==> src/rtl/clkmode_pkg.sv <==
package clkmode_pkg;

   typedef enum logic [1:0] {
      CS_FAST       = 2'b00,
      CS_SLOW_PLL   = 2'b01,
      CS_SLOW_NOPLL = 2'b10,
      CS_RSVD       = 2'b11
   } csel_e;

   typedef enum logic [1:0] {
      M_FAST,
      M_SLOW_PLL,
      M_SLOW_NOPLL,
      M_RELOCK
   } mode_e;

   localparam int CSEL_LSB = 0;
   localparam int RCS_BIT  = 2;
   localparam int SCS_BIT  = 3;
   localparam int PD_LSB   = 4;
   localparam int LOCK_BIT = 6;
   localparam int RSV_BIT  = 7;
   localparam int RLD_LSB  = 8;

endpackage

==> src/rtl/clkmode_sync.sv <==
module clkmode_sync #(
   parameter int STAGES = 2
) (
   input  logic clk,
   input  logic rst_n,
   input  logic d,
   output logic q
);

   if (STAGES < 0 || STAGES > 4) begin : g_bad_stages
      $error("clkmode_sync: STAGES must be 0..4");
   end

   if (STAGES == 0) begin : g_pass
      assign q = d;
   end else begin : g_chain
      logic [STAGES-1:0] sh;
      always_ff @(posedge clk or negedge rst_n) begin
         if (!rst_n) begin
            sh <= '0;
         end else begin
            sh[0] <= d;
            for (int i = 1; i < STAGES; i++) begin
               sh[i] <= sh[i-1];
            end
         end
      end
      assign q = sh[STAGES-1];
   end

endmodule

==> src/rtl/clkmode_csr.sv <==
module clkmode_csr
   import clkmode_pkg::*;
#(
   parameter int RELOAD_W   = 8,
   parameter int RELOAD_RST = 3,
   localparam int DATA_W    = RLD_LSB + RELOAD_W
) (
   input  logic                clk,
   input  logic                sys_rst_n,
   input  logic                por_n,
   input  logic                wr_en,
   input  logic [DATA_W-1:0]   wr_data,
   input  logic                init_done,
   input  logic                lock_st,
   output csel_e               csel,
   output logic                rcs,
   output logic [1:0]          pd,
   output logic [RELOAD_W-1:0] reload,
   output logic                locked,
   output logic [DATA_W-1:0]   rd_data
);

   if (RELOAD_W < 1 || RELOAD_W > 16) begin : g_bad_width
      $error("clkmode_csr: RELOAD_W must be 1..16");
   end
   if (RELOAD_RST < 0 || RELOAD_RST >= (1 << RELOAD_W)) begin : g_bad_rst
      $error("clkmode_csr: RELOAD_RST does not fit RELOAD_W");
   end

   localparam logic [RELOAD_W-1:0] RLD_INIT = RELOAD_W'(RELOAD_RST);

   logic wr_ok;
   logic scs;
   logic unused_wr;

   assign wr_ok     = wr_en && !locked;
   assign unused_wr = ^wr_data[RSV_BIT:LOCK_BIT];

   // Fields that only a power-on reset clears
   always_ff @(posedge clk or negedge por_n) begin
      if (!por_n) begin
         rcs <= 1'b0;
         scs <= 1'b0;
      end else if (wr_ok) begin
         rcs <= wr_data[RCS_BIT];
         scs <= wr_data[SCS_BIT];
      end
   end

   // Fields cleared by any reset
   always_ff @(posedge clk or negedge sys_rst_n) begin
      if (!sys_rst_n) begin
         csel   <= CS_FAST;
         pd     <= 2'b00;
         reload <= RLD_INIT;
         locked <= 1'b0;
      end else begin
         if (wr_ok) begin
            if (csel_e'(wr_data[CSEL_LSB +: 2]) != CS_RSVD) begin
               csel <= csel_e'(wr_data[CSEL_LSB +: 2]);
            end
            pd     <= wr_data[PD_LSB +: 2];
            reload <= wr_data[RLD_LSB +: RELOAD_W];
         end
         if (init_done) begin
            locked <= 1'b1;
         end
      end
   end

   always_comb begin
      rd_data                      = '0;
      rd_data[CSEL_LSB +: 2]       = csel;
      rd_data[RCS_BIT]             = rcs;
      rd_data[SCS_BIT]             = scs;
      rd_data[PD_LSB +: 2]         = pd;
      rd_data[LOCK_BIT]            = lock_st;
      rd_data[RLD_LSB +: RELOAD_W] = reload;
   end

endmodule

==> src/rtl/clkmode_div.sv <==
module clkmode_div #(
   parameter int W = 8
) (
   input  logic         clk,
   input  logic         rst_n,
   input  logic [W-1:0] reload,
   output logic         tick
);

   if (W < 1) begin : g_bad_w
      $error("clkmode_div: W must be positive");
   end

   logic [W-1:0] cnt;

   assign tick = (cnt == '0);

   always_ff @(posedge clk or negedge rst_n) begin
      if (!rst_n) begin
         cnt <= '0;
      end else if (tick) begin
         cnt <= reload;
      end else begin
         cnt <= cnt - 1'b1;
      end
   end

endmodule

==> src/rtl/clkmode_fsm.sv <==
module clkmode_fsm
   import clkmode_pkg::*;
(
   input  logic  clk,
   input  logic  rst_n,
   input  csel_e csel,
   input  logic  lock_st,
   output logic  fast_sel,
   output logic  relock,
   output logic  pll_en
);

   mode_e mode_q, mode_d;

   always_comb begin
      mode_d = mode_q;
      unique case (csel)
         CS_FAST: begin
            if (mode_q == M_SLOW_NOPLL || mode_q == M_RELOCK) begin
               mode_d = lock_st ? M_FAST : M_RELOCK;
            end else begin
               mode_d = M_FAST;
            end
         end
         CS_SLOW_PLL:   mode_d = M_SLOW_PLL;
         CS_SLOW_NOPLL: mode_d = M_SLOW_NOPLL;
         default:       mode_d = mode_q;
      endcase
   end

   always_ff @(posedge clk or negedge rst_n) begin
      if (!rst_n) begin
         mode_q <= M_FAST;
      end else begin
         mode_q <= mode_d;
      end
   end

   assign fast_sel = (mode_q == M_FAST);
   assign relock   = (mode_q == M_RELOCK);
   assign pll_en   = (csel != CS_SLOW_NOPLL);

endmodule

==> src/rtl/clkmode_ctrl.sv <==
module clkmode_ctrl
   import clkmode_pkg::*;
#(
   parameter int RELOAD_W    = 8,
   parameter int RELOAD_RST  = 3,
   parameter int SYNC_STAGES = 2,
   localparam int DATA_W     = RLD_LSB + RELOAD_W
) (
   input  logic              clk,
   input  logic              por_n,
   input  logic              rst_n,
   input  logic              wr_en,
   input  logic [DATA_W-1:0] wr_data,
   input  logic              init_done,
   input  logic              lock_in,
   output logic [DATA_W-1:0] rd_data,
   output logic              clk_en,
   output logic              pll_en,
   output logic              rtc_async_sel,
   output logic              pd_ports_off,
   output logic              wr_locked
);

   logic                sys_rst_n;
   logic                lock_st;
   csel_e               csel;
   logic [1:0]          pd;
   logic [RELOAD_W-1:0] reload;
   logic                div_tick;
   logic                fast_sel;
   logic                relock;

   assign sys_rst_n = rst_n & por_n;

   clkmode_sync #(.STAGES(SYNC_STAGES)) u_sync (
      .clk   (clk),
      .rst_n (sys_rst_n),
      .d     (lock_in),
      .q     (lock_st)
   );

   clkmode_csr #(.RELOAD_W(RELOAD_W), .RELOAD_RST(RELOAD_RST)) u_csr (
      .clk       (clk),
      .sys_rst_n (sys_rst_n),
      .por_n     (por_n),
      .wr_en     (wr_en),
      .wr_data   (wr_data),
      .init_done (init_done),
      .lock_st   (lock_st),
      .csel      (csel),
      .rcs       (rtc_async_sel),
      .pd        (pd),
      .reload    (reload),
      .locked    (wr_locked),
      .rd_data   (rd_data)
   );

   clkmode_div #(.W(RELOAD_W)) u_div (
      .clk    (clk),
      .rst_n  (sys_rst_n),
      .reload (reload),
      .tick   (div_tick)
   );

   clkmode_fsm u_fsm (
      .clk      (clk),
      .rst_n    (sys_rst_n),
      .csel     (csel),
      .lock_st  (lock_st),
      .fast_sel (fast_sel),
      .relock   (relock),
      .pll_en   (pll_en)
   );

   assign clk_en       = fast_sel | div_tick;
   assign pd_ports_off = pd[0];

endmodule

==> config.mk <==
export PLATFORM = sky130hd
export DESIGN_NAME = clkmode_ctrl
export DESIGN_NICKNAME = d
export VERILOG_FILES = /design/src/rtl/clkmode_pkg.sv /design/src/rtl/clkmode_sync.sv /design/src/rtl/clkmode_csr.sv /design/src/rtl/clkmode_div.sv /design/src/rtl/clkmode_fsm.sv /design/src/rtl/clkmode_ctrl.sv
export SDC_FILE = /design/constraint.sdc
export NUM_CORES = 1
export LEC_CHECK = 0
export ABC_CLOCK_PERIOD_IN_PS = 4800
export BUFFER_PORTS_ARGS = -buffer_cell sky130_fd_sc_hd__buf_2
export CELL_PAD_IN_SITES_DETAIL_PLACEMENT = 0
export CELL_PAD_IN_SITES_GLOBAL_PLACEMENT = 1
export CORE_ASPECT_RATIO = 1.2
export CORE_UTILIZATION = 39
export CTS_CLUSTER_SIZE = 25
export DETAILED_ROUTE_END_ITERATION = 16
export GPL_ROUTABILITY_DRIVEN = 0
export HOLD_SLACK_MARGIN = 0.15
export PLACE_DENSITY = 0.87
export SLEW_MARGIN = 30
export SYNTH_ARGS = -nofsm -noshare
export SYNTH_HDL_FRONTEND = slang
export SYNTH_SLANG_ARGS = --single-unit
==> constraint.sdc <==
create_clock -name clk -period 4.8 [get_ports clk]
set_input_delay 0.24 -clock clk [delete_from_list [all_inputs] [get_ports clk]]
set_output_delay 0.24 -clock clk [all_outputs]
set_load 0.005 [all_outputs]
==> out/summary.log, run 1 <==
[power_and_ir_drop] switching pwr 208 µW
[setup_path] launch point of the critical path u_div.cnt[0]
[clocking] CTS Root Buffer Type clkbuf_4
[power_and_ir_drop] maximum vdd ir drop 0.235 mV
[synthesis] Seq/Total Area, Yosys 52.6%
[synthesis] main flop type after synthesis dfrtp_1
[setup_path] endpoint required time on the critical path 4560 ps
[min_path] number of cells traversed by the worst hold path 3
[floorplanning] area of the die 3540 µm²
[finish] nets@finish 210
[flow_run] max-capacitance violation count 0
[floorplanning] Rows 22
[floorplanning] Core Area 3110 µm²
[min_path] HP Start wr_data[0]
[detailed_routing] violation count after the first detailed-routing iteration 8
[clocking] Clock Tree Buf Depth 2
[setup_path] setup slack of the most critical reg-to-reg path 2820 ps
[sta] minimum setup slack in the final design 2440 ps
[power_and_ir_drop] Reg power frac 51.4%
[setup_path] start of the worst register-to-register path u_div.cnt[0]
[clocking] number of buffers created by CTS 3
[grt] GR Util All Layers 16.4%
[grt] pin count of the biggest net entering global routing 26
[detailed_routing] Pre-antenna DRT Iters 4
[setup_path] worst flop-to-flop path endpoint u_div.cnt[3]
[grt] total congestion overflow 0
[sta] number of endpoints failing setup at the final stage 0
[synthesis] cell with the most instances after synthesis nand2_1
[power_and_ir_drop] clock power share 15.4%
[clocking] Worst-path clk slew 140 ps
[finish] Diodes inserted 0
[setup_path] arrival time at the worst endpoint 2120 ps
[synthesis] Synth Net Count 160
[synthesis] yosys warns 0
[clocking] PostCTS Resize Cnt 0
[synthesis] distinct cell type count after synthesis 33
[place] number of port buffers 39
[synthesis] most area-hungry cell type in the Yosys netlist dfrtp_1
[clocking] clock tree from TritonCTS built
[sta] Slew @ Worst Pin 792 ps
[synthesis] number of enable-type register cells in the synthesized netlist 0
[grt] first-pass GRT wire length 4280 µm
[floorplanning] Die W 54.5 µm
[floorplanning] vertical die dimension 65 µm
[synthesis] biggest area contributors in the synthesized netlist dfrtp_1 (48%), nand2_1 (11%), ha_1 (4.8%), dfstp_2 (4.1%), buf_4 (2.9%)
[power_and_ir_drop] combinational fraction of design power 33.3%
[detailed_routing] DRC violation count after routing 0
[floorplanning] Starting Density 41.5%
[grt] number of antenna violations at the first check in global routing 0
[setup_path] logic depth of the worst register-to-register path 5
[grt] number of global-route vias before repair 1074
[power_and_ir_drop] cell leakage power 0.831 nW
[min_path] hold path endpoint u_csr.csel[0]
[detailed_routing] vias per cell 4.79
[sta] achievable frequency 424 MHz
[synthesis] cell area after synthesis 1290 µm²
[sta] number of pins with negative max-slew slack in the final report 0
[power_and_ir_drop] power density cells 385 nW/µm²
[outcome] run status finished clean
[sta] Period minus WS final 2360 ps
[synthesis] leading cell types by count after synthesis nand2_1 (38), dfrtp_1 (25), inv_1 (8)
[power_and_ir_drop] P_int 430 µW
[clocking] number of clock sinks seen by CTS 27
[sta] total count of hold-check failures in the final report 0
[sta] ratio of final minimum period to clock period 49.1%
[sta] TNS Setup 0 ps
[detailed_routing] WL/cell 11.4 µm
[detailed_routing] wire length after detailed routing 2490 µm
[min_path] worst hold path type in -> reg
[synthesis] flip-flop and latch count after synthesis 27
[setup_path] crit path kind reg -> out
[synthesis] fraction of synthesis flops using an asynchronous set or reset pin 100%
[synthesis] Synth top area share 48.5%
[power_and_ir_drop] switching part of the total 32.6%
[finish] signed area change from the synthesized netlist to the final layout 28.4%
[setup_path] type of element capturing the critical path output pin
[sta] clock skew after layout 4.21 ps
[detailed_routing] post-route antenna net violation count 0
[clocking] clock latency of the later-clocked register in the worst-skew pair 320 ps
[place] worst slack, placed 2790 ps
[synthesis] post-synthesis instance total 133
[detailed_routing] via count 1044
[finish] share of final-layout standard cells stronger than drive strength 1 29.1%
[floorplanning] number of I/O pins 43
[clocking] number of levels in the clock H-tree 1
[sta] relative slew slack 47.1%
[setup_path] critical-path maximum fanout 8
[place] DP Wirelength 1790 µm
[setup_path] sort of element at the start of the critical path flop
[synthesis] mean instance size in the synthesized netlist 9.70 µm²
[sta] unrepaired setup endpoints after global routing no
## layout make-up
cell class / instances / area [µm²]
flip-flops and latches: 27 / 678
fillers: 278 / 1450
multi-input cells: 87 / 508
clock buffers: 3 / 22.5
well taps: 36 / 45.0
inverters: 8 / 30.0
clock inverters: 1 / 7.51
repair buffers: 56 / 365
## timing repair
action / CTS / global route
endpoints found under the setup margin: 0 / 0
hold buffers: 17 / 0
buffers inserted: 0 / 0
endpoints found under the hold margin: 40 / 0
## state kept, by name, indices dropped and copies added (netlist names)
name	count
u_csr.reload	8
u_div.cnt	8
u_csr.csel	2
u_csr.pd	2
u_fsm.mode_q	2
u_sync.g_chain.sh	2
u_csr.locked	1
u_csr.rcs	1
u_csr.scs	1
## metrics by stage
| stage | utilization (%) | cells | total power [mW] | hold WS, ps | cell area (µm²) |
|---|---|---|---|---|---|
| after floorplan | - | 133 | 0.489 | -55.6 | 1290 |
| after global placement | 46.8 | 197 | 0.528 | 30.7 | 1460 |
| after detailed placement | 46.8 | 197 | 0.536 | 32.5 | 1460 |
| after CTS | 53.3 | 218 | 0.645 | 154 | 1660 |
| after global routing | 53.3 | 218 | 0.687 | 156 | 1660 |
| final | 53.3 | 218 | 0.638 | 163 | 1660 |
## cells in the final DEF (no fill, tap or decap), types with 2 or more instances in the layout
cell / n
nand2_1: 38
nor2b_1: 3
or3_1: 2
dfstp_2: 2
buf_2: 39
dfrtp_1: 25
dlygate4sd3_1: 17
a2bb2oi_1: 2
xnor2_1: 3
o21ai_0: 6
ha_1: 5
inv_1: 8
a21oi_1: 4
o31ai_1: 2
nor3_1: 5
clkbuf_4: 3
## power by group through the flow
stage	clock (mW)	combinational, mW	sequential [mW]
floorplan	0	0.166	0.323
global placement	0	0.197	0.330
detailed placement	0	0.203	0.333
CTS	0.102	0.215	0.328
global route	0.110	0.240	0.337
finish	0.0981	0.212	0.328
## worst max-delay path, stage by stage, from the launching register on
cell and delay, ps:
dfrtp_1 410, inv_1 80, ha_1 160, or3b_2 530, or2_1 370, o21ai_0 120
buf_2 130
## kinds of logic after synthesis
logic type / count (synthesis) / share of synthesized area [%]
xor gates and xnor gates: 3 / 2.04
DFF: 27 / 52.6
and+or+nand+nor: 58 / 21.0
AOI/OAI and AO/OA: 18 / 9.12
muxes: 2 / 1.94
other: 1 / 0.291
adders and majority gates: 5 / 4.85
buffers and inverters: 19 / 8.15
## routing by layer
layer / share of wire [%] / vias to the layer above / track usage (%)
met5: 0 / - / 0
met4: 1.8 / 0 / 7.05
met3: 3.4 / 6 / 2.11
met2: 50 / 28 / 27.4
met1: 44 / 484 / 20.5
li1: - / 526 / -
## how the worst max path moves through the flow
stage	endpoint	slack [ps]	depth (start not counted)
final	clk_en	2440	6
after global routing	clk_en	2330	6
after CTS	clk_en	2410	6
after detailed placement	clk_en	2790	6
after global placement	clk_en	2800	6
after floorplan	u_div.cnt[3]	2890	7
No activity file was read; power rests on OpenSTA's default activity.
==> run 2: changes to the inputs <==
--- a/config.mk
+++ b/config.mk
@@ -5,17 +5,17 @@
 export SDC_FILE = /design/constraint.sdc
 export NUM_CORES = 1
 export LEC_CHECK = 0
-export ABC_CLOCK_PERIOD_IN_PS = 4800
+export ABC_CLOCK_PERIOD_IN_PS = 2300
 export BUFFER_PORTS_ARGS = -buffer_cell sky130_fd_sc_hd__buf_2
 export CELL_PAD_IN_SITES_DETAIL_PLACEMENT = 0
 export CELL_PAD_IN_SITES_GLOBAL_PLACEMENT = 1
 export CORE_ASPECT_RATIO = 1.2
-export CORE_UTILIZATION = 39
+export CORE_UTILIZATION = 36
 export CTS_CLUSTER_SIZE = 25
 export DETAILED_ROUTE_END_ITERATION = 16
 export GPL_ROUTABILITY_DRIVEN = 0
 export HOLD_SLACK_MARGIN = 0.15
-export PLACE_DENSITY = 0.87
+export PLACE_DENSITY = 0.82
 export SLEW_MARGIN = 30
 export SYNTH_ARGS = -nofsm -noshare
 export SYNTH_HDL_FRONTEND = slang
==> constraint.sdc (replaced) <==
create_clock -name clk -period 2.3 [get_ports clk]
set_input_delay 0.115 -clock clk [delete_from_list [all_inputs] [get_ports clk]]
set_output_delay 0.115 -clock clk [all_outputs]
set_load 0.005 [all_outputs]
==> run 2 against run 1 <==
Compared with the run above:
- cell area up 2.1%
- sequential share of layout area shrank 0.85 points
- via count fell by 0.77%
- register-to-register slack got worse by 2400 ps
- largest cell class unchanged
- clock-buffer cell count up 1
- worst hold slack gained 18 ps
- clock skew is 2.3 ps lower
- final cell count up 1.4%
- sequential power is 110% higher
- critical path depth is the same
==> out/summary.log, run 2 (synthesis gave the netlist of run 1 again) <==
[detailed_routing] top routing layer in use met4
[sta] number of endpoints failing setup at the final stage 0
[sta] unrepaired setup endpoints after global routing no
[sta] Slew @ Worst Pin 817 ps
[detailed_routing] violation count after the first detailed-routing iteration 31
[grt] first-pass GRT wire length 4550 µm
[detailed_routing] vias per cell 4.69
[setup_path] sort of element at the start of the critical path flop
[clocking] number of buffers created by CTS 3
[finish] commonest non-fill, non-tap cell in the layout buf_2
[setup_path] type of element capturing the critical path output pin
[clocking] number of levels in the clock H-tree 1
[finish] number of inserted filler cells in the final layout 309
[outcome] run status finished clean
[sta] relative slew slack 45.4%
[power_and_ir_drop] maximum vdd ir drop 0.515 mV
[clocking] Clock Tree Buf Depth 2
[detailed_routing] met2 WL 1490 µm
[clocking] Worst-path clk slew 90 ps
[grt] number of global-route vias before repair 1015
[sta] total count of hold-check failures in the final report 0
[detailed_routing] via count 1036
[floorplanning] Core Area 3370 µm²
[clocking] setup bufs post-CTS 0
[floorplanning] vertical die dimension 67.6 µm
[finish] non-filler instance count after layout 221
[detailed_routing] WL/cell 12.7 µm
[detailed_routing] met3 routed wirelength 88 µm
[setup_path] critical-path maximum fanout 8
[detailed_routing] post-route antenna net violation count 0
[floorplanning] Starting Density 38.3%
[grt] number of antenna violations at the first check in global routing 0
[finish] share of final-layout standard cells stronger than drive strength 1 28.8%
[setup_path] endpoint required time on the critical path 2180 ps
[grt] pin count of the biggest net entering global routing 26
[power_and_ir_drop] power density cells 831 nW/µm²
[flow_run] max-capacitance violation count 0
[finish] registers with the highest flip-flop counts u_csr.reload: 8 flops, u_div.cnt: 8 flops
[finish] signed area change from the synthesized netlist to the final layout 31.1%
[sta] ratio of final minimum period to clock period 91.3%
[floorplanning] area of the die 3830 µm²
[place] DP Wirelength 1910 µm
[floorplanning] Die W 56.6 µm
[finish] register cell area after layout 678 µm²
[finish] most frequent cells in the layout buf_2 (39), nand2_1 (38), dfrtp_1 (25), dlygate4sd3_1 (18), inv_1 (8)
[grt] GR Util All Layers 15.9%
[detailed_routing] Pre-antenna DRT Iters 4
[power_and_ir_drop] cell leakage power 0.850 nW
[sta] number of pins with negative max-slew slack in the final report 0
[grt] total congestion overflow 0
[finish] utilization of the core after routing 50.2%
[clocking] CTS Root Buffer Type clkbuf_8
[sta] TNS Setup 0 ps
[clocking] number of clock sinks seen by CTS 27
[clocking] clock tree from TritonCTS built
[finish] multi-input logic area 509 µm²
[setup_path] crit path kind reg -> out
[sta] Period minus WS final 2100 ps
[place] DP Cell Count 199
[detailed_routing] DRC violation count after routing 0
[floorplanning] number of I/O pins 43
[min_path] worst hold path type in -> async
[clocking] clock latency of the later-clocked register in the worst-skew pair 260 ps
[setup_path] arrival time at the worst endpoint 1980 ps
[place] number of port buffers 39
[sta] achievable frequency 476 MHz
[finish] nets@finish 212
[detailed_routing] Post-Route M1 WL 1200 µm
[sta] clock skew after layout 1.86 ps
[detailed_routing] wire length after detailed routing 2800 µm
[finish] Diodes inserted 0
[floorplanning] Rows 23
[run 2: cell count changes in the layout (fill, tap and decap cells not counted)]
| cell | previous run | this run |
|---|---|---|
| and2_1 | 0 | 1 |
| clkbuf_4 | 3 | 0 |
| clkbuf_8 | 0 | 3 |
| clkbuf_1 | 0 | 1 |
| or2_4 | 0 | 1 |
| or2_1 | 1 | 0 |
| buf_4 | 0 | 1 |
| dlygate4sd3_1 | 17 | 18 |
| and2_2 | 1 | 0 |
| clkinvlp_4 | 1 | 0 |
[run 2: final cells by class]
class	count	area share [%]
inverters	8	1.78
clock buffers	4	2.66
well taps	37	2.74
flip-flops and latches	27	40.1
repair buffers	58	22.6
multi-input cells	87	30.1
[run 2: stage by stage]
step	power, mW	cell area [µm²]	hold WS [ps]	setup WS, ps
finish	1.40	1690	182	200
global route	1.50	1690	173	80.0
CTS	1.41	1690	153	101
detailed placement	1.13	1460	-89.9	338
global placement	1.10	1460	-94.2	369
floorplan	1.02	1290	-181	391
[run 2: repair_timing]
action / 4_1_cts / 5_1_grt
gates resized for setup: 0 / 1
hold buffers: 18 / 0
hold endpoints to repair: 41 / 0
setup endpoints to repair: 0 / 1
[run 2: report_power, final]
| part | switching (mW) | total, mW | internal (mW) | leakage [nW] |
|---|---|---|---|---|
| clock network | 0.139 | 0.263 | 0.124 | 0.0228 |
| registers | 0.100 | 0.689 | 0.589 | 0.336 |
| logic | 0.205 | 0.453 | 0.247 | 0.492 |
| total | 0.445 | 1.40 | 0.960 | 0.850 |
[run 2: worst paths after layout]
path	start	end	slack [ps]	cells after the start
hold / removal	por_n	u_csr.rcs	180	2
min in group clk	wr_en	u_csr.reload[1]	360	4
hold reg to reg	u_sync.g_chain.sh[0]	u_sync.g_chain.sh[1]	380	0
setup / recovery	u_div.cnt[0]	clk_en	200	6
max in group asynchronous	por_n	u_csr.reload[0]	1470	4
setup reg to reg	u_div.cnt[0]	u_div.cnt[3]	410	5
[run 2: metal layers]
layer  track usage [%]  up-vias
li1                  -      526
met1              18.4      481
met2              29.6       27
met3              2.11        2
met4              6.40        0
met5                 0        -
[run 2: worst max-delay path, stage by stage (launching register included)]
cell,delay [ps]
dfrtp_1,400
inv_1,90
ha_1,160
or3b_2,530
or2_4,310
o21ai_0,90
buf_2,140
==> run 3: changes to the inputs <==
--- a/config.mk
+++ b/config.mk
@@ -10,13 +10,14 @@
 export CELL_PAD_IN_SITES_DETAIL_PLACEMENT = 0
 export CELL_PAD_IN_SITES_GLOBAL_PLACEMENT = 1
 export CORE_ASPECT_RATIO = 1.2
-export CORE_UTILIZATION = 36
+export CORE_UTILIZATION = 39
 export CTS_CLUSTER_SIZE = 25
 export DETAILED_ROUTE_END_ITERATION = 16
 export GPL_ROUTABILITY_DRIVEN = 0
 export HOLD_SLACK_MARGIN = 0.15
-export PLACE_DENSITY = 0.82
+export PLACE_DENSITY = 0.83
 export SLEW_MARGIN = 30
 export SYNTH_ARGS = -nofsm -noshare
 export SYNTH_HDL_FRONTEND = slang
+export SYNTH_HIERARCHICAL = 1
 export SYNTH_SLANG_ARGS = --single-unit
==> constraint.sdc (replaced) <==
create_clock -name clk -period 2.3 [get_ports clk]
set_input_delay 0.46 -clock clk [delete_from_list [all_inputs] [get_ports clk]]
set_output_delay 0.46 -clock clk [all_outputs]
set_load 0.005 [all_outputs]
==> run 3 against run 2 <==
Compared with the run above:
- sequential power is 6.0% higher
- clock skew is 2.4 ps higher
- utilization is 3.1 points lower
- critical path depth stayed put
- largest power group unchanged
- final cell count is 16% lower
- area after synthesis is 11% higher
- cell area is 4.5% lower
- via count is 10% lower
- clock power is 2% higher
- highest routed layer unchanged
- non-clock buffer count is 15 lower
==> out/summary.log, run 3 <==
[sta] number of endpoints failing setup at the final stage 0
[sta] minimum setup slack in the final design 132 ps
[detailed_routing] post-route antenna net violation count 0
[sta] TNS Setup 0 ps
[synthesis] cell area after synthesis 1440 µm²
[flow_run] max-capacitance violation count 0
[clocking] number of clock sinks seen by CTS 27
[clocking] CTS Root Buffer Type clkbuf_8
[setup_path] critical-path maximum fanout 6
[clocking] number of levels in the clock H-tree 1
[finish] most frequent cells in the layout buf_2 (39), dfrtp_1 (25), mux2_4 (10), o21ai_0 (9), inv_1 (8)
[place] number of port buffers 39
[synthesis] mean instance size in the synthesized netlist 12.1 µm²
[clocking] clock latency of the later-clocked register in the worst-skew pair 270 ps
[grt] total congestion overflow 0
[floorplanning] number of I/O pins 43
[grt] number of global-route vias before repair 985
[sta] total count of hold-check failures in the final report 0
[floorplanning] vertical die dimension 68.5 µm
[clocking] clock tree from TritonCTS built
[setup_path] sort of element at the start of the critical path flop
[setup_path] type of element capturing the critical path output pin
[clocking] Clock Tree Buf Depth 2
[setup_path] cell-by-cell listing of the critical path inv_1 -> ha_1 -> nor3b_4 -> and2_1 -> or2_1 -> buf_2
[grt] number of antenna violations at the first check in global routing 0
[floorplanning] Core Area 3420 µm²
[clocking] Worst-path clk slew 90 ps
[power_and_ir_drop] cell leakage power 0.774 nW
[detailed_routing] violation count after the first detailed-routing iteration 29
[floorplanning] Die W 57.4 µm
[sta] clock skew after layout 4.30 ps
[power_and_ir_drop] maximum vdd ir drop 0.435 mV
[floorplanning] Starting Density 41.9%
[finish] number of inserted filler cells in the final layout 313
[synthesis] post-synthesis instance total 119
[grt] GR Util All Layers 14.3%
[min_path] worst hold path type in -> async
[setup_path] endpoint required time on the critical path 1840 ps
[synthesis] Synth Net Count 146
[finish] registers with the highest flip-flop counts u_csr/reload: 8 flops, u_div/cnt: 8 flops
[detailed_routing] via count 932
[detailed_routing] DRC violation count after routing 0
[detailed_routing] WL/cell 13.9 µm
[detailed_routing] wire length after detailed routing 2560 µm
[finish] nets@finish 176
[setup_path] slowest cell on the critical path dfrtp_1
[synthesis] yosys warns 6
[place] DP Wirelength 1960 µm
[grt] pin count of the biggest net entering global routing 26
[setup_path] arrival time at the worst endpoint 1710 ps
[setup_path] Max stage delay on crit path 400 ps
[grt] first-pass GRT wire length 4370 µm
[clocking] number of buffers created by CTS 3
[sta] unrepaired setup endpoints after global routing no
[sta] number of pins with negative max-slew slack in the final report 0
[power_and_ir_drop] power density cells 899 nW/µm²
[finish] signed area change from the synthesized netlist to the final layout 12.6%
[floorplanning] area of the die 3930 µm²
[finish] commonest non-fill, non-tap cell in the layout buf_2
[detailed_routing] Pre-antenna DRT Iters 4
[sta] ratio of final minimum period to clock period 94.3%
[setup_path] crit path kind reg -> out
[sta] achievable frequency 461 MHz
[finish] Diodes inserted 0
[place] worst slack, placed 197 ps
[sta] Period minus WS final 2170 ps
[finish] share of final-layout standard cells stronger than drive strength 1 44.6%
[outcome] run status finished clean
[detailed_routing] vias per cell 5.04
[floorplanning] Rows 23
[run 3: layout make-up]
cell class | count | area, µm² | share of cell area [%]
timing repair buffer | 43 | 228 | 14.1
clock buffer | 4 | 45.0 | 2.79
tap | 37 | 46.3 | 2.87
multi-input combinational | 66 | 588 | 36.4
sequential | 27 | 678 | 42.0
inverter | 8 | 30.0 | 1.86
[run 3: timing repair]
action,in CTS,in global routing
hold buffers,1,0
setup endpoints to repair,1,1
setup buffers,0,1
endpoints found under the hold margin,2,0
resized for setup,2,0
[run 3: worst paths after layout]
path | slack [ps] | cells after the start | start | endpoint
min in group clk | 290 | 1 | lock_in | u_sync/g_chain.sh[0]
max in group asynchronous | 1150 | 4 | por_n | u_csr/reload[0]
hold reg to reg | 360 | 0 | u_sync/g_chain.sh[0] | u_sync/g_chain.sh[1]
setup reg to reg | 710 | 5 | u_div/cnt[0] | u_div/cnt[6]
setup / recovery | 130 | 6 | u_div/cnt[0] | clk_en
hold / removal | 270 | 3 | rst_n | u_div/cnt[3]
[run 3: power by group]
group	leakage, nW	total (mW)	internal (mW)	switching [mW]
registers	0.334	0.730	0.589	0.141
clock network	0.0228	0.269	0.124	0.145
logic	0.417	0.453	0.247	0.206
total	0.774	1.45	0.960	0.492
[run 3: per-layer routing]
layer  global-route usage [%]  share of wire (%)
met5                        0                  0
met4                     4.57               0.66
met3                     1.89                2.5
met2                     26.3                 55
met1                     17.3                 42
[run 3: worst max-delay path: cells and delay by family (launching register included)]
family	cells	cell delay (ps)
and+or+nand+nor	3	610
adders and majority gates	1	230
buffers and inverters	2	210
DFF	1	400
[run 3: through the flow]
| step | total power [mW] | instance area (µm²) | instances | hold slack (ps) | util [%] |
|---|---|---|---|---|---|
| after floorplan | 1.05 | 1440 | 119 | 164 | - |
| after detailed placement | 1.17 | 1550 | 179 | 253 | 45.2 |
| final | 1.45 | 1620 | 185 | 268 | 47.2 |
| after CTS | 1.45 | 1610 | 184 | 283 | 46.9 |
| after global routing | 1.56 | 1620 | 185 | 283 | 47.2 |
| after global placement | 1.13 | 1550 | 179 | 249 | 45.2 |
